==> src/rtl/ls_usb_tx_pkg.sv <==
package ls_usb_tx_pkg;

  typedef enum logic [2:0] {
    ST_IDLE,
    ST_PREP,
    ST_ACQ,
    ST_SEND,
    ST_SE0,
    ST_EOPJ
  } tx_state_t;

  typedef enum logic [2:0] {
    LC_NONE,
    LC_PREP_J,
    LC_ENABLE,
    LC_TOGGLE,
    LC_SE0,
    LC_DRIVE_J,
    LC_RELEASE
  } line_cmd_t;

  localparam logic [7:0] SYNC_BYTE = 8'h80;

  // {dp, dm} for a given line state
  function automatic logic [1:0] line_of(input logic is_k);
    return is_k ? 2'b10 : 2'b01;
  endfunction

  // NRZI: a zero data bit swaps the line state
  function automatic logic nrzi_toggle(input logic data_bit);
    return ~data_bit;
  endfunction

  // a stuffed slot is owed once the run of ones reaches the limit
  function automatic logic stuff_due(input int run, input int limit);
    return run >= limit;
  endfunction

endpackage

==> src/rtl/ls_tx_bit_timer.sv <==
module ls_tx_bit_timer #(
  parameter int CLKS_PER_BIT = 8
) (
  input  logic clk,
  input  logic rst_n,
  input  logic clr,
  input  logic run,
  output logic tick
);
  localparam int CW = (CLKS_PER_BIT > 1) ? $clog2(CLKS_PER_BIT) : 1;
  localparam logic [CW-1:0] LAST = CW'(CLKS_PER_BIT - 1);

  logic [CW-1:0] cnt_q;

  assign tick = run && (cnt_q == LAST);

  always_ff @(posedge clk or negedge rst_n) begin
    if (!rst_n) begin
      cnt_q <= '0;
    end else if (clr) begin
      cnt_q <= '0;
    end else if (run) begin
      cnt_q <= (cnt_q == LAST) ? '0 : cnt_q + CW'(1);
    end
  end
endmodule

==> src/rtl/ls_tx_serializer.sv <==
module ls_tx_serializer
  import ls_usb_tx_pkg::*;
#(
  parameter int CNT_W     = 8,
  parameter int STUFF_RUN = 6
) (
  input  logic             clk,
  input  logic             rst_n,
  input  logic             accept,
  input  logic             in_prep,
  input  logic             first_tick,
  input  logic             data_tick,
  input  logic             hs_mode,
  input  logic [7:0]       hs_pid,
  input  logic [CNT_W-1:0] byte_count,
  input  logic [7:0]       data_in,
  output logic             data_req,
  output logic             toggle,
  output logic             pkt_end
);
  localparam int RUN_W = $clog2(STUFF_RUN + 1);

  logic             hs_q;
  logic [CNT_W-1:0] left_q;   // bytes still to follow the one in the shifter
  logic [7:0]       nb_q;     // next byte, fetched one byte ahead
  logic [7:0]       sh_q;
  logic [3:0]       bi_q;     // bits of the current byte already sent
  logic [RUN_W-1:0] run_q;    // consecutive ones on the wire, crosses bytes

  logic stuff_now, byte_empty, load_next, plain_emit, cur_bit;

  assign stuff_now  = data_tick && stuff_due(int'(run_q), STUFF_RUN);
  assign byte_empty = (bi_q == 4'd8);
  assign load_next  = data_tick && !stuff_now && byte_empty && (left_q != '0);
  assign pkt_end    = data_tick && !stuff_now && byte_empty && (left_q == '0);
  assign plain_emit = data_tick && !stuff_now && !byte_empty;
  assign cur_bit    = load_next ? nb_q[0] : sh_q[0];

  assign toggle = first_tick || stuff_now ||
                  ((load_next || plain_emit) && nrzi_toggle(cur_bit));

  assign data_req = !hs_q &&
                    ((in_prep && (left_q != '0)) ||
                     (load_next && (left_q >= CNT_W'(2))));

  always_ff @(posedge clk or negedge rst_n) begin
    if (!rst_n) begin
      hs_q   <= 1'b0;
      left_q <= '0;
      nb_q   <= '0;
      sh_q   <= '0;
      bi_q   <= '0;
      run_q  <= '0;
    end else begin
      if (accept) begin
        hs_q <= hs_mode;
        if (hs_mode) begin
          left_q <= CNT_W'(1);
          nb_q   <= hs_pid;
        end else begin
          left_q <= (byte_count == '0) ? '0 : byte_count - CNT_W'(1);
        end
      end
      if (data_req) begin
        nb_q <= data_in;
      end
      if (first_tick) begin
        // bit 0 of the sync byte is a zero: the run restarts here
        sh_q  <= SYNC_BYTE >> 1;
        bi_q  <= 4'd1;
        run_q <= '0;
      end else if (stuff_now) begin
        run_q <= '0;
      end else if (load_next) begin
        sh_q   <= {1'b0, nb_q[7:1]};
        bi_q   <= 4'd1;
        left_q <= left_q - CNT_W'(1);
        run_q  <= nb_q[0] ? run_q + RUN_W'(1) : '0;
      end else if (plain_emit) begin
        sh_q  <= {1'b0, sh_q[7:1]};
        bi_q  <= bi_q + 4'd1;
        run_q <= sh_q[0] ? run_q + RUN_W'(1) : '0;
      end
    end
  end
endmodule

==> src/rtl/ls_tx_line_driver.sv <==
module ls_tx_line_driver
  import ls_usb_tx_pkg::*;
(
  input  logic      clk,
  input  logic      rst_n,
  input  line_cmd_t cmd,
  output logic      dp_out,
  output logic      dm_out,
  output logic      drv_oe
);
  logic k_q;

  always_ff @(posedge clk or negedge rst_n) begin
    if (!rst_n) begin
      k_q    <= 1'b0;
      dp_out <= 1'b0;
      dm_out <= 1'b0;
      drv_oe <= 1'b0;
    end else begin
      unique case (cmd)
        LC_PREP_J: begin
          k_q              <= 1'b0;
          {dp_out, dm_out} <= line_of(1'b0);
          drv_oe           <= 1'b0;
        end
        LC_ENABLE: drv_oe <= 1'b1;
        LC_TOGGLE: begin
          k_q              <= ~k_q;
          {dp_out, dm_out} <= line_of(~k_q);
        end
        LC_SE0:    {dp_out, dm_out} <= 2'b00;
        LC_DRIVE_J: begin
          k_q              <= 1'b0;
          {dp_out, dm_out} <= line_of(1'b0);
        end
        LC_RELEASE: begin
          drv_oe           <= 1'b0;
          {dp_out, dm_out} <= 2'b00;
        end
        default: ;
      endcase
    end
  end
endmodule

==> src/rtl/ls_usb_tx.sv <==
module ls_usb_tx
  import ls_usb_tx_pkg::*;
#(
  parameter int CLKS_PER_BIT = 8,
  parameter int CNT_W        = 8,
  parameter int STUFF_RUN    = 6,
  parameter int ADDR_W       = 7
) (
  input  logic              clk,
  input  logic              rst_n,
  input  logic              start,
  input  logic              hs_mode,
  input  logic [7:0]        hs_pid,
  input  logic [CNT_W-1:0]  byte_count,
  input  logic [7:0]        data_in,
  output logic              data_req,
  input  logic [ADDR_W-1:0] addr_pend,
  input  logic              addr_pend_valid,
  output logic              dp_out,
  output logic              dm_out,
  output logic              drv_oe,
  output logic              busy,
  output logic              done,
  output logic [ADDR_W-1:0] dev_addr
);
  tx_state_t state_q, state_d;
  line_cmd_t cmd;
  logic se0_half_q, se0_half_d;
  logic pkt_hs_q;
  logic done_q;
  logic [ADDR_W-1:0] dev_addr_q;

  // named internal events
  logic accept, slot_tick, first_tick, data_tick, toggle, pkt_end, release_evt;
  logic timer_run, timer_clr;

  assign accept     = (state_q == ST_IDLE) && start;
  assign timer_clr  = (state_q == ST_PREP);
  assign timer_run  = (state_q == ST_ACQ) || (state_q == ST_SEND) ||
                      (state_q == ST_SE0) || (state_q == ST_EOPJ);
  assign first_tick = (state_q == ST_ACQ) && slot_tick;
  assign data_tick  = (state_q == ST_SEND) && slot_tick;

  ls_tx_bit_timer #(.CLKS_PER_BIT(CLKS_PER_BIT)) u_timer (
    .clk  (clk),
    .rst_n(rst_n),
    .clr  (timer_clr),
    .run  (timer_run),
    .tick (slot_tick)
  );

  ls_tx_serializer #(.CNT_W(CNT_W), .STUFF_RUN(STUFF_RUN)) u_ser (
    .clk       (clk),
    .rst_n     (rst_n),
    .accept    (accept),
    .in_prep   (timer_clr),
    .first_tick(first_tick),
    .data_tick (data_tick),
    .hs_mode   (hs_mode),
    .hs_pid    (hs_pid),
    .byte_count(byte_count),
    .data_in   (data_in),
    .data_req  (data_req),
    .toggle    (toggle),
    .pkt_end   (pkt_end)
  );

  ls_tx_line_driver u_line (
    .clk   (clk),
    .rst_n (rst_n),
    .cmd   (cmd),
    .dp_out(dp_out),
    .dm_out(dm_out),
    .drv_oe(drv_oe)
  );

  always_comb begin
    state_d     = state_q;
    se0_half_d  = se0_half_q;
    cmd         = LC_NONE;
    release_evt = 1'b0;
    unique case (state_q)
      ST_IDLE: if (start) begin
        cmd     = LC_PREP_J;
        state_d = ST_PREP;
      end
      ST_PREP: begin
        cmd     = LC_ENABLE;
        state_d = ST_ACQ;
      end
      ST_ACQ: if (slot_tick) begin
        cmd     = LC_TOGGLE;
        state_d = ST_SEND;
      end
      ST_SEND: if (slot_tick) begin
        if (pkt_end) begin
          cmd        = LC_SE0;
          state_d    = ST_SE0;
          se0_half_d = 1'b0;
        end else if (toggle) begin
          cmd = LC_TOGGLE;
        end
      end
      ST_SE0: if (slot_tick) begin
        if (!se0_half_q) begin
          se0_half_d = 1'b1;
        end else begin
          cmd     = LC_DRIVE_J;
          state_d = ST_EOPJ;
        end
      end
      ST_EOPJ: if (slot_tick) begin
        cmd         = LC_RELEASE;
        state_d     = ST_IDLE;
        release_evt = 1'b1;
      end
      default: state_d = ST_IDLE;
    endcase
  end

  always_ff @(posedge clk or negedge rst_n) begin
    if (!rst_n) begin
      state_q    <= ST_IDLE;
      se0_half_q <= 1'b0;
      pkt_hs_q   <= 1'b0;
      done_q     <= 1'b0;
      dev_addr_q <= '0;
    end else begin
      state_q    <= state_d;
      se0_half_q <= se0_half_d;
      done_q     <= release_evt;
      if (accept) pkt_hs_q <= hs_mode;
      if (release_evt && !pkt_hs_q && addr_pend_valid) dev_addr_q <= addr_pend;
    end
  end

  assign busy     = (state_q != ST_IDLE);
  assign done     = done_q;
  assign dev_addr = dev_addr_q;
endmodule

==> config.mk <==
export PLATFORM = sky130hd
export DESIGN_NAME = ls_usb_tx
export DESIGN_NICKNAME = d
export VERILOG_FILES = /design/src/rtl/ls_usb_tx_pkg.sv /design/src/rtl/ls_tx_bit_timer.sv /design/src/rtl/ls_tx_serializer.sv /design/src/rtl/ls_tx_line_driver.sv /design/src/rtl/ls_usb_tx.sv
export SDC_FILE = /design/constraint.sdc
export NUM_CORES = 1
export LEC_CHECK = 0
export ABC_AREA = 1
export BUFFER_PORTS_ARGS = -buffer_cell sky130_fd_sc_hd__buf_4
export CORE_MARGIN = 4
export CORE_UTILIZATION = 55
export DETAILED_ROUTE_END_ITERATION = 10
export PLACE_DENSITY = 0.88
export SETUP_SLACK_MARGIN = 0.4
export SYNTH_ARGS = -nofsm -noshare
export SYNTH_HDL_FRONTEND = slang
export SYNTH_HIERARCHICAL = 1
export SYNTH_SLANG_ARGS = --single-unit
==> constraint.sdc <==
create_clock -name clk -period 6.1 [get_ports clk]
set_input_delay 0 -clock clk [delete_from_list [all_inputs] [get_ports clk]]
set_output_delay 0 -clock clk [all_outputs]
set_load 0.01 [all_outputs]
==> impl_results.md <==
- Yosys cell types: 37
- Top cell type's share of synthesized area: 38.0%
- Via count: 3,019
- Site Rows: 28
- GRT Residual Overflow: 0
- Die Width: 86.1 um
- Clock Path Buffers: 2
- Number of flops mapped to enable cells by yosys: 0
- IO buf count: 48
- First-pass GRT wire length: 12.5 mm
- Pin count of the biggest net entering global routing: 52
- Total negative slack: 0 ns
- Fin. max-slew vios: 0
- Wire length per cell: 12.1 um
- Fmax: 320 MHz
- DRT Pass-1 Iters: 4
- CP Launch Type: flip-flop
- Worst skew pair latency: 0.31 ns
- Share of cells above drive strength 1: 21.1%
- Post-synth top cells: 107 x nand2_1, 66 x inv_1, 57 x nor2_1
- PD cells: 328 nW/um2
- Total GRT Usage: 20.8%
- ANT cells: 0
- Combinational power share: 42.9%
- Total die area: 7420 um2
- Die H: 86.1 um
- Clock Skews: 0.00879 ns
- CTS Sinks: 51
- Cell taking the most area after synthesis: dfrtp_1
- Clock network power share: 18.9%
- # H-tree levels: 2
- DRC viols: 0
- WS Path Type: flip-flop to flip-flop
- Syn nets: 493
- Worst Setup End Kind: flip-flop
- Area after DPL: 3740 um2
- Top_reg_cell synth: dfrtp_1
- Sequential share of the synthesized area: 38.0%
- Min cycle time layout: 3.12 ns
- Synthesized area: 3360 um2
- Vias in the first global route: 2,881
- RSZ-0062 raised after global routing: no
- Design area: 4030 um2
- Clk slew on worst S/H paths: 0.09 ns
- Critical Path RT: 6.31 ns
- Min Hold Slack: 0.0293 ns
- Syn Inst Count: 447
- Initial Util: 56.7%
- FFs w/ async S/R, synth: 100%
- NetSw: 542 uW
- Post-CTS Resized: 0
- Leak: 0.00220 uW
- Initial antenna violation count: 0
- Sw frac: 41.1%
- Final net count: 557
- Period utilisation layout: 51.2%
- Max-cap violation count: 0
- Data arrival time of the critical path: 3.33 ns
- Most common cell in the synthesized netlist: nand2_1
- Post-route ant nets: 0
- DRT iter0 DRCs: 150
- Clock buffer count from CTS: 5
- CTS tree: built
- Ys Warns: 6
- Boundary pin count: 49
- Status: finished, final reports clean
- Routed vias/inst: 5.14
- Ranking of synthesized cells by area: dfrtp_1 38%, nand2_1 12%, nand3_1 7.6%, inv_1 7.4%, nor2_1 6.4%
- FILL cells: 482
- Crit Path Max Fanout: 10
- Layout area overhead: 19.9%
- Fin. Hold Viols: 0
- Setup violators final: 0
- Post-layout util: 68.0%
- Root Driver: clkbuf_8
- Reg power frac: 38.2%
- Worst Tran Pin Value: 0.630 ns
- Worst rel slew slack: 58.0%
- Dpl hpwl: 5.23 mm
- Peak VDD IR: 0.213 mV
- Yosys reg bits: 51
- Internal Dissipation: 777 uW
- Mean Syn Cell Area: 7.51 um2
- Placer Congestion: 0.869
- CORE AREA: 5920 um2
- DRT Wirelength: 7.11 mm
- Hold WC Path Type: input pin to flip-flop
==> metrics by stage <==
step                total power (uW)  setup WS [ns]  std cells
finish                          1320           2.98        587
global route                    1430           2.66        587
CTS                             1330           2.99        587
detailed placement              1060           3.03        562
global placement                1040           3.23        562
floorplan                        933           3.55        447
==> cell families (layout without fill, tap and decap cells) <==
family,after synthesis,in the layout,synth area share [%]
AO/OA/AOI/OAI,36,36,7.34
buffers and inverters,83,148,10.8
flip-flops,51,51,38.0
XOR/XNOR,10,10,2.61
AND/OR/NAND/NOR,257,257,37.5
adder cells (fa/ha/maj),10,10,3.73
==> flip-flops by register name, summed over array words and instances (netlist names) <==
register,cells
se0_half_q,1
u_ser/bi_q,4
state_q,3
pkt_hs_q,1
u_ser/left_q,8
u_line/k_q,1
done,1
u_ser/hs_q,1
dev_addr,7
u_ser/sh_q,7
u_line/dp_out,1
u_line/drv_oe,1
u_timer/cnt_q,3
u_line/dm_out,1
u_ser/run_q,3
u_ser/nb_q,8
==> layer usage <==
metal | up-vias | wire, um | global-route usage (%)
met4 | 0 | 132 | 5.76
met1 | 1390 | 3030 | 25.4
met3 | 17 | 355 | 4.03
met5 | - | 0 | 0
met2 | 85 | 3600 | 37.1
li1 | 1527 | - | -
==> layout make-up <==
cell class / instances / area [um2] / share of cell area [%]
Clock buffer: 6 / 82.6 / 2.05
Clock inverter: 2 / 38.8 / 0.963
Inverter: 75 / 288 / 7.15
Multi-Input combinational cell: 313 / 1720 / 42.7
Sequential cell: 51 / 1280 / 31.7
Tap cell: 75 / 93.8 / 2.33
Timing Repair Buffer: 65 / 531 / 13.2
==> worst paths after layout <==
check                                              from                           end  slack (ns)  cells after the start
min                                               start          pkt_hs_q$_DFFE_PN0P_        0.03                      4
max reg2reg                      state_q[1]$_DFFE_PN0P_        u_line/k_q$_DFFE_PN0P_        2.98                     20
max                              state_q[1]$_DFFE_PN0P_        u_line/k_q$_DFFE_PN0P_        2.98                     20
min in group asynchronous                         rst_n  u_timer/cnt_q[2]$_DFFE_PN0P_        0.24                      2
min reg2reg                u_timer/cnt_q[1]$_DFFE_PN0P_  u_timer/cnt_q[1]$_DFFE_PN0P_        0.49                      2
max in group asynchronous                         rst_n    u_ser/run_q[0]$_DFFE_PN0P_        5.43                      2
==> cell usage in the layout (no fill, tap or decap) <==
master / instances
nand2_1: 107
inv_1: 66
nor2_1: 57
nand3_1: 51
dfrtp_1: 51
buf_4: 48
dlygate4sd3_1: 17
o21ai_2: 10
ha_1: 10
o21ai_0: 9
xor2_1: 8
o211ai_1: 8
nand4_1: 7
nand2_4: 7
nor2_4: 6
clkbuf_8: 6
nand2_2: 6
a21oi_1: 5
inv_2: 5
or2_2: 5
nor2_2: 3
inv_4: 2
xnor2_1: 2
nand3_4: 1
o21bai_1: 1
nor3_1: 1
o21ba_2: 1
nand3b_4: 1
inv_6: 1
bufinv_16: 1
clkinv_1: 1
nor2_8: 1
nor3_2: 1
nand3b_1: 1
o21ai_1: 1
nand2_8: 1
nand3_2: 1
a31oi_1: 1
clkinv_2: 1
==> worst max-delay path, stage by stage (launching register included) <==
cell     delay, ns
dfrtp_1       0.52
ha_1          0.42
nand2_1       0.07
inv_1         0.10
inv_1         0.13
nor2_1        0.22
nand2_2       0.13
nor2_4        0.18
nand2_4       0.10
nand2_1       0.09
nand3_2       0.07
nand2_2       0.08
a21oi_1       0.07
nor2_1        0.15
nor2_1        0.07
nor2_1        0.26
inv_2         0.10
nor2_4        0.11
inv_1         0.06
nand2_1       0.05
nor2_1        0.04
==> power groups by stage <==
| stage | sequential [uW] | combinational (uW) | clock [uW] |
|---|---|---|---|
| after floorplan | 481 | 452 | 0 |
| after global placement | 504 | 534 | 0 |
| after detailed placement | 509 | 556 | 0 |
| after CTS | 503 | 570 | 258 |
| after global routing | 515 | 643 | 273 |
| final | 504 | 566 | 249 |
==> what timing repair did <==
item | CTS | global route
hold buffers | 17 | 0
endpoints found under the setup margin | 0 | 0
buffers inserted | 0 | 0
endpoints found under the hold margin | 67 | 0
Power figures use the tool's default switching activity.
